<file path="src/rtl/xcvr_mode_pkg.sv">
package xcvr_mode_pkg;

    typedef enum logic [1:0] {
        MODE_SLEEP   = 2'd0,
        MODE_STANDBY = 2'd1,
        MODE_NORMAL  = 2'd2
    } op_mode_e;

    typedef enum logic [1:0] {
        RXD_HIZ  = 2'd0,
        RXD_LOW  = 2'd1,
        RXD_PASS = 2'd2
    } rxd_drv_e;

    // Drive code for one receive-data pin given mode and its wake flag
    function automatic rxd_drv_e rxd_code(op_mode_e m, logic woke);
        rxd_drv_e r;
        case (m)
            MODE_NORMAL:  r = RXD_PASS;
            MODE_STANDBY: r = woke ? RXD_LOW : RXD_HIZ;
            default:      r = RXD_HIZ;
        endcase
        return r;
    endfunction

endpackage

</file>
<file path="src/rtl/en_filter.sv">
module en_filter #(
    parameter int ON_CYC  = 4,
    parameter int OFF_CYC = 6
) (
    input  logic clk,
    input  logic rst,
    input  logic en,
    output logic on_done,
    output logic off_done
);
    localparam int HW = $clog2(ON_CYC + 1);
    localparam int LW = $clog2(OFF_CYC + 1);
    localparam logic [HW-1:0] HI_MAX = HW'(ON_CYC);
    localparam logic [LW-1:0] LO_MAX = LW'(OFF_CYC);

    logic [HW-1:0] hi_cnt;
    logic [LW-1:0] lo_cnt;

    always_ff @(posedge clk) begin
        if (rst) begin
            hi_cnt <= '0;
            lo_cnt <= '0;
        end else begin
            if (!en)                  hi_cnt <= '0;
            else if (hi_cnt != HI_MAX) hi_cnt <= hi_cnt + 1'b1;
            if (en)                   lo_cnt <= '0;
            else if (lo_cnt != LO_MAX) lo_cnt <= lo_cnt + 1'b1;
        end
    end

    // Level already held for the full count and still present this cycle
    assign on_done  = en  && (hi_cnt == HI_MAX);
    assign off_done = !en && (lo_cnt == LO_MAX);

endmodule

</file>
<file path="src/rtl/wake_det.sv">
module wake_det #(
    parameter int WAKE_CYC = 5
) (
    input  logic clk,
    input  logic rst,
    input  logic arm,
    input  logic dom,
    output logic hit
);
    localparam int CW = $clog2(WAKE_CYC + 1);
    localparam logic [CW-1:0] CMAX = CW'(WAKE_CYC);

    logic [CW-1:0] dom_cnt;

    always_ff @(posedge clk) begin
        if (rst || !arm || !dom) dom_cnt <= '0;
        else if (dom_cnt != CMAX) dom_cnt <= dom_cnt + 1'b1;
    end

    // Recessive edge after a long enough dominant phase
    assign hit = arm && !dom && (dom_cnt == CMAX);

    assert_hit_after_dominant_R5: assert property (@(posedge clk) disable iff (rst)
        hit |-> $past(dom));

    assert_disarmed_silent_R6: assert property (@(posedge clk) disable iff (rst)
        !arm |=> !hit);

endmodule

</file>
<file path="src/rtl/mode_fsm.sv">
module mode_fsm
    import xcvr_mode_pkg::*;
#(
    parameter int NCH = 4
) (
    input  logic           clk,
    input  logic           rst,
    input  logic           en,
    input  logic           on_done,
    input  logic           off_done,
    input  logic [NCH-1:0] wake_hit,
    output op_mode_e       mode_q,
    output logic [NCH-1:0] wmask_q
);
    logic wake_any;
    assign wake_any = |wake_hit;

    always_ff @(posedge clk) begin
        if (rst) begin
            mode_q  <= MODE_SLEEP;
            wmask_q <= '0;
        end else begin
            case (mode_q)
                MODE_SLEEP: begin
                    if (on_done) begin
                        mode_q <= MODE_NORMAL;
                    end else if (wake_any) begin
                        mode_q  <= MODE_STANDBY;
                        wmask_q <= wake_hit;
                    end
                end
                MODE_STANDBY: begin
                    if (en) wmask_q <= '0;
                    if (on_done) mode_q <= MODE_NORMAL;
                end
                MODE_NORMAL: begin
                    if (wake_any) begin
                        mode_q  <= MODE_STANDBY;
                        wmask_q <= wake_hit;
                    end else if (off_done) begin
                        mode_q <= MODE_SLEEP;
                    end
                end
                default: mode_q <= MODE_SLEEP;
            endcase
        end
    end

    assert_entry_needs_filter_R2: assert property (@(posedge clk) disable iff (rst)
        (mode_q != MODE_NORMAL && !on_done) |=> (mode_q != MODE_NORMAL));

    assert_exit_needs_filter_R4: assert property (@(posedge clk) disable iff (rst)
        (mode_q == MODE_NORMAL && !off_done) |=> (mode_q != MODE_SLEEP));

    assert_standby_release_R3: assert property (@(posedge clk) disable iff (rst)
        (mode_q == MODE_STANDBY && en) |=> (wmask_q == '0));

endmodule

</file>
<file path="src/rtl/xcvr_mode_ctrl.sv">
module xcvr_mode_ctrl
    import xcvr_mode_pkg::*;
#(
    parameter int NCH       = 4,
    parameter int EN_ON_CYC  = 4,
    parameter int EN_OFF_CYC = 6,
    parameter int WAKE_CYC   = 5
) (
    input  logic             clk,
    input  logic             rst,
    input  logic             en,
    input  logic [NCH-1:0]   bus_dom,
    output logic [1:0]       mode,
    output logic [NCH-1:0]   wake_flag,
    output logic [2*NCH-1:0] rxd_ctl
);
    logic           on_done, off_done;
    logic [NCH-1:0] wake_hit;
    logic [NCH-1:0] wmask;
    op_mode_e       cur_mode;
    logic           det_arm;

    en_filter #(.ON_CYC(EN_ON_CYC), .OFF_CYC(EN_OFF_CYC)) u_filt (
        .clk(clk), .rst(rst), .en(en), .on_done(on_done), .off_done(off_done)
    );

    // Detection window: sleep, or normal while the exit filter runs
    assign det_arm = (cur_mode == MODE_SLEEP) || (cur_mode == MODE_NORMAL && !en);

    for (genvar i = 0; i < NCH; i++) begin : g_ch
        wake_det #(.WAKE_CYC(WAKE_CYC)) u_wake (
            .clk(clk), .rst(rst), .arm(det_arm), .dom(bus_dom[i]), .hit(wake_hit[i])
        );
        assign rxd_ctl[2*i +: 2] = rxd_code(cur_mode, wmask[i]);
    end

    mode_fsm #(.NCH(NCH)) u_fsm (
        .clk(clk), .rst(rst), .en(en), .on_done(on_done), .off_done(off_done),
        .wake_hit(wake_hit), .mode_q(cur_mode), .wmask_q(wmask)
    );

    assign mode      = cur_mode;
    assign wake_flag = wmask;

    assert_flags_only_standby_R12: assert property (@(posedge clk) disable iff (rst)
        (cur_mode != MODE_STANDBY) |-> (wake_flag == '0));

endmodule

</file>
<file path="config.mk">
export PLATFORM = sky130hd
export DESIGN_NAME = xcvr_mode_ctrl
export DESIGN_NICKNAME = d
export VERILOG_FILES = /design/src/rtl/xcvr_mode_pkg.sv /design/src/rtl/en_filter.sv /design/src/rtl/wake_det.sv /design/src/rtl/mode_fsm.sv /design/src/rtl/xcvr_mode_ctrl.sv
export SDC_FILE = /design/constraint.sdc
export NUM_CORES = 1
export LEC_CHECK = 0
export BUFFER_PORTS_ARGS = -buffer_cell sky130_fd_sc_hd__buf_2
export CAP_MARGIN = 20
export CORE_MARGIN = 2
export CORE_UTILIZATION = 48
export CTS_CLUSTER_DIAMETER = 50
export CTS_CLUSTER_SIZE = 20
export DETAILED_ROUTE_END_ITERATION = 10
export PLACE_DENSITY = 0.82
export SLEW_MARGIN = 20
export SYNTH_ARGS = -nofsm -noshare
export SYNTH_HDL_FRONTEND = slang
export SYNTH_SLANG_ARGS = --single-unit
</file>
<file path="constraint.sdc">
create_clock -name clk -period 1.6 [get_ports clk]
set_clock_uncertainty 0.2 [all_clocks]
set_input_delay 0.24 -clock clk [delete_from_list [all_inputs] [get_ports clk]]
set_output_delay 0.24 -clock clk [all_outputs]
set_load 0.02 [all_outputs]
</file>
==> results of run 1 <==
## cells in the final DEF (no fill, tap or decap), types with 2 or more instances in the layout
cell and instances:
dfxtp_1 13, dfxtp_2 8, o21ai_0 2, clkbuf_4 3, a22o_1 3, a211oi_1 2, and2_4 3, nand2b_1 2
nand3b_1 3, ha_1 8, and2_1 2, buf_4 24, dlygate4sd3_1 2, xnor2_1 6, inv_1 4, buf_6 4
a211oi_2 2, dfxtp_4 3, nor2b_4 2, nor2_1 23, ha_4 3, nor3_1 9, nand2_1 16, buf_2 12
inv_2 3
## per-stage QoR
stage | instance area, um2 | setup TNS [ns]
6_report | 1740 | -0.391
4_1_cts | 1570 | -0.420
5_1_grt | 1740 | -1.06
3_3_place_gp | 1450 | 0
2_1_floorplan | 1270 | 0
3_5_place_dp | 1450 | -0.121
## critical path, cell delays in order (launching register included)
cell     delay (ns)
dfxtp_2        0.36
inv_2          0.04
ha_4           0.14
and3b_1        0.17
o21a_1         0.22
o32ai_4        0.34
a22o_1         0.18
## registers in the layout, summed over array words and instances, names as in the netlist
name	cells
g_ch.u_wake.dom_cnt	12
u_filt.hi_cnt	3
u_filt.lo_cnt	3
u_fsm.mode_q	2
u_fsm.wmask_q	4
## layout make-up
| class | count | area, um2 | area share, % |
|---|---|---|---|
| Multi-Input combinational cell | 106 | 830 | 47.7 |
| Sequential cell | 24 | 502 | 28.8 |
| Timing Repair Buffer | 42 | 305 | 17.5 |
| Tap cell | 30 | 37.5 | 2.16 |
| Clock buffer | 4 | 36.3 | 2.08 |
| Inverter | 8 | 30.0 | 1.73 |
## power groups by stage
stage          sequential (W)  clock, W  combinational [W]
4_1_cts              0.000627  0.000323           0.000113
5_1_grt              0.000629  0.000347           0.000150
6_report             0.000626  0.000319           0.000135
3_3_place_gp         0.000637         0          0.0000946
3_5_place_dp         0.000639         0           0.000103
2_1_floorplan        0.000638         0          0.0000596
## worst max-delay path by stage
stage,to,from,slack [ns],depth (start not counted)
floorplan,u_fsm.wmask_q[0],u_filt.hi_cnt[0],0.01,6
global placement,u_fsm.wmask_q[1],g_ch[3].u_wake.dom_cnt[1],0.03,6
detailed placement,u_fsm.wmask_q[2],g_ch[3].u_wake.dom_cnt[0],-0.05,5
CTS,u_fsm.wmask_q[2],g_ch[3].u_wake.dom_cnt[1],-0.07,6
global route,u_fsm.wmask_q[2],g_ch[3].u_wake.dom_cnt[1],-0.12,6
finish,u_fsm.wmask_q[2],g_ch[3].u_wake.dom_cnt[1],-0.09,6
## logic make-up after synthesis
logic type,count (synthesis),synth area share (%)
AND/OR/NAND/NOR,67,25.3
flip-flops,24,38.1
AO/OA/AOI/OAI,20,14.3
buffers and inverters,12,4.46
adder cells (fa/ha/maj),12,11.9
XOR/XNOR,6,4.17
multiplexers,1,1.79
## layer usage
layer  track usage [%]  vias up  wire [um]
li1                  -      568          -
met1              20.3      519       1230
met2              34.4       23       1560
met3              3.04       11         94
met4              8.01        0         97
met5                 0        -          0
## repair_timing
item,CTS,global route
setup endpoints to repair,12,17
setup buffers,3,7
resized for setup,15,35
endpoints found under the hold margin,2,0
hold buffers,2,0
pin swaps,4,11
==> reports/metrics.cfg, run 1 <==
[status]
status=complete, but fails checks
failed_checks=hold timing, setup timing

[logic_synthesis]
synthArstFlopShare_pct=0
synth_cell_types=33
synth_area_leaders=dfxtp_1 38%, ha_1 12%, nor2_1 7.1%, nand2_1 5.1%, xnor2_1 4.2%
ys.flop_type=dfxtp_1
ys_ff_latch=24
synth.avg_cell_area_um2=8.88
syn_inst=142
synth_fp_nets=161
ys_warn_count=0
netlist.area_leader.share_pct=38.1
ys_top_cells_by_count=24 x dfxtp_1, 24 x nor2_1, 17 x nand2_1
synth-seq-area-share_pct=38.1
synth-edff-count=0
synth_top_area_cell=dfxtp_1
synth_area_um2=1260

[min_path]
min_path_cells=2
min_to=u_filt.lo_cnt[1]
hold_start=rst
hp-class=input pin to flip-flop

[floorplanning]
rows=18
coreArea_um2=2480
fp.dieW_um=55.3
die_height_um=55.3
die_area_um2=3050
ios=21
start_util_pct=50.9

[detailed_routing]
post-route-drc-count=0
routedWlPerCell_um=13.9
ant_nets=0
wirelength_um=2980
viasPerCell=5.24
first_pass_iters=4
num_vias=1121
drt_iter0_markers=33

[sta]
setup_ws_ns=-0.0891
whs_ns=-0.00497
final.period_utilization_pct=106
timing.fmax_ghz=0.592
fin_crit_ns=1.69
setup_viol=11
tightest_slew_ns=0.296
grt_setup_unrepaired=yes
slew_headroom_pct=80.2
slew_violations=0
final_hold_viol_count=2

[place]
place_congestion=0.815
dpl_worst_slack_ns=-0.0543
port_buffers=20
hpwl_um=2040
dp.cells=198

[clock_tree]
insertion_delay_ns=0.32
max-clock-path-buffers=2
htreeDepth=1
cts.root.buffer_cell=clkbuf_4
cts_num_sinks=24
cts_tree=yes
clkTransAtPathRegs_ns=0.12
cts_buffers=3

[worst_setup_path]
rrSetupSlack_ns=-0.09
setup.worst_path.start_class=flip-flop
crit_fanout=3
cp-end-kind=flip-flop
crit_required_ns=1.67
critPathArrivalTime_ns=1.76
rr_worst_depth=6
r2r-end=u_fsm.wmask_q[2]
crit_type=flip-flop to flip-flop
r2r-start=g_ch[3].u_wake.dom_cnt[1]

[global_route]
antenna_found_initial=0
grt_pass1_vias=1093
track_usage_pct=18.4
grt_pass1_wl_um=4570
grt_max_degree=14
grt_overflow=0

[finish]
area_growth_pct=38.0
nNetsFinal=204
fillers=191
antennaDiodeCount=0
finalNonFillerCells=214
utilization_pct=70.3
drive_gt1_share_pct=42.4

[power_and_ir_drop]
pwr-share-seq_pct=58.0
p_int_w=0.000821
p_leak_nw=0.777
peakVddDrop_uv=709
p_sw_share_pct=24.0
pwr-share-clk_pct=29.6
p_switching_w=0.000259
pwr-share-comb_pct=12.5
powerDensity_nw_per_um2=621
finalPower_w=0.00108

[run]
drv_cap=0

Power figures use the tool's default switching activity.
==> inputs of run 2 (changes only) <==
BUFFER_PORTS_ARGS = default   (was -buffer_cell sky130_fd_sc_hd__buf_2)
DONT_BUFFER_PORTS = 1   (was default)
PLACE_DENSITY = 0.75   (was 0.82)
==> reports/metrics.cfg, run 2 (same netlist as run 1, synthesis figures left out) <==
[place]
hpwl_um=1800  ; -11%
dp.cells=178  ; -10%
port_buffers=0  ; -100%
place_area_um2=1370  ; -6.0%
dpl_worst_slack_ns=-0.0500  ; +0.00430 ns
place_congestion=0.747  ; -8.3%

[floorplanning]
rows=18  ; unchanged
ios=21  ; unchanged
fp.dieW_um=55.3  ; unchanged
die_area_um2=3050  ; unchanged
coreArea_um2=2480  ; unchanged
start_util_pct=50.9  ; unchanged
die_height_um=55.3  ; unchanged

[finish]
antennaDiodeCount=0  ; unchanged
top_regs=g_ch.u_wake.dom_cnt (12), u_fsm.wmask_q (4)
layout.cells.most_common=nor2_1
largest_reg_flops=12  ; unchanged
drive_gt1_share_pct=36.3  ; -6.1 points
regMostFlops=g_ch.u_wake.dom_cnt
finalNonFillerCells=198  ; -7.5%
mostFrequentLayoutCells=23 x nor2_1, 18 x buf_4, 16 x nand2_1, 12 x dfxtp_1, 10 x dfxtp_2
nNetsFinal=189  ; -7.4%
area_growth_pct=33.0
stdcell_area_um2=1680  ; -3.6%

[worst_setup_path]
setup.worst_path.start_class=flip-flop
rrSetupSlack_ns=-0.03  ; +0.06 ns
crit_fanout=6  ; +3
r2r-end=u_fsm.wmask_q[2]
crit_type=flip-flop to output pin
crit_required_ns=1.16  ; -0.51 ns
rr_worst_depth=6  ; unchanged
r2r-start=g_ch[3].u_wake.dom_cnt[1]
worstSetupStartpoint=u_fsm.mode_q[1]
critPathArrivalTime_ns=1.21  ; -0.55 ns
cp-end-kind=output pin

[sta]
setup_viol=8  ; -3
slew_headroom_pct=75.1  ; -5.1 points
fin_crit_ns=1.65  ; -0.0422 ns
tns_ns=-0.261  ; +0.130 ns
grt_setup_unrepaired=yes
final_hold_viol_count=0  ; -2
tightest_slew_ns=0.374  ; +0.0777 ns
slew_violations=0  ; unchanged
timing.fmax_ghz=0.607  ; +2.6%
setup_ws_ns=-0.0468  ; +0.0422 ns
final.period_utilization_pct=103  ; -2.6 points

[power_and_ir_drop]
pwr-share-clk_pct=26.0  ; -3.6 points
finalPower_w=0.00103  ; -4.9%
peakVddDrop_uv=649  ; -8.5%
p_int_w=0.000775  ; -5.6%
powerDensity_nw_per_um2=612  ; -1.4%
p_sw_share_pct=24.6  ; +0.58 points
p_leak_nw=0.705  ; -9.2%
pwr-share-comb_pct=13.0  ; +0.5 points
p_switching_w=0.000252  ; -2.6%
pwr-share-seq_pct=61.0  ; +3.0 points

[clock_tree]
cts_buffers=3  ; unchanged
max-clock-path-buffers=2  ; unchanged
cts_num_sinks=24  ; unchanged
cts.root.buffer_cell=clkbuf_4
htreeDepth=1  ; unchanged
clkTransAtPathRegs_ns=0.13  ; about the same
cts_tree=yes
insertion_delay_ns=0.32  ; about the same

[min_path]
min_to=u_fsm.mode_q[0]
hold_start=en
min_path_cells=2  ; unchanged
hp-class=input pin to flip-flop

[status]
status=complete, but fails checks
failed_checks=setup timing

[global_route]
grt_overflow=0  ; unchanged
track_usage_pct=18.3  ; -0.18 points
antenna_found_initial=0  ; unchanged
grt_max_degree=13  ; -1
grt_pass1_wl_um=4540  ; -0.59%
grt_pass1_vias=1079  ; -1.3%

[run]
drv_cap=0  ; unchanged

[detailed_routing]
routedWlPerCell_um=14.0  ; +0.78%
wirelength_um=2780  ; -6.8%
ant_nets=0  ; unchanged
first_pass_iters=5  ; +1
num_vias=1048  ; -6.5%
viasPerCell=5.29  ; +1.0%
post-route-drc-count=0  ; unchanged
drt_iter0_markers=28  ; -15%

[run 2: how the worst max path moves through the flow]
stage | endpoint | slack (ns) | depth (start not counted)
floorplan | u_fsm.wmask_q[0] | 0.01 | 6
global placement | u_fsm.wmask_q[1] | 0.03 | 5
detailed placement | u_fsm.wmask_q[2] | -0.05 | 6
CTS | u_fsm.wmask_q[0] | -0.06 | 6
global route | rxd_ctl[7] | -0.1 | 3
finish | rxd_ctl[1] | -0.05 | 3
[run 2: repair_timing]
action / CTS / global route
gates resized for setup: 28 / 19
hold endpoints to repair: 22 / 2
buffers inserted: 3 / 7
pin swaps: 6 / 10
endpoints found under the setup margin: 16 / 16
hold buffers: 6 / 1
[run 2: worst max-delay path, stage by stage, from the launching register on]
cell and delay, ns:
dfxtp_4 0.42, buf_6 0.13, nor2b_4 0.17, buf_12 0.17
[run 2: metal layers]
layer  GRT usage, %  share of wire (%)
met5              0                  0
met4           6.27                1.3
met3           5.62                4.0
met2           32.3                 53
met1           20.6                 42
[run 2: cell type report]
class	instances	area, um2
sequential	24	500
tap	30	37.5
fill	192	800
clock buffer	3	22.5
timing repair buffer	27	239
multi-input combinational	106	848
inverter	8	30.0
[run 2: power groups by stage]
stage | logic, W | clock network, W | registers, W
floorplan | 0.0000596 | 0 | 0.000638
global placement | 0.0000742 | 0 | 0.000638
detailed placement | 0.0000788 | 0 | 0.000640
CTS | 0.000109 | 0.000280 | 0.000627
global route | 0.000149 | 0.000297 | 0.000629
finish | 0.000133 | 0.000267 | 0.000627
[run 2: through the flow]
step	hold slack (ns)	utilization, %
2_1_floorplan	0.117	-
3_3_place_gp	0.119	55.1
3_5_place_dp	0.121	55.1
4_1_cts	0.00249	62.9
5_1_grt	0.0388	67.7
6_report	0.0493	67.7
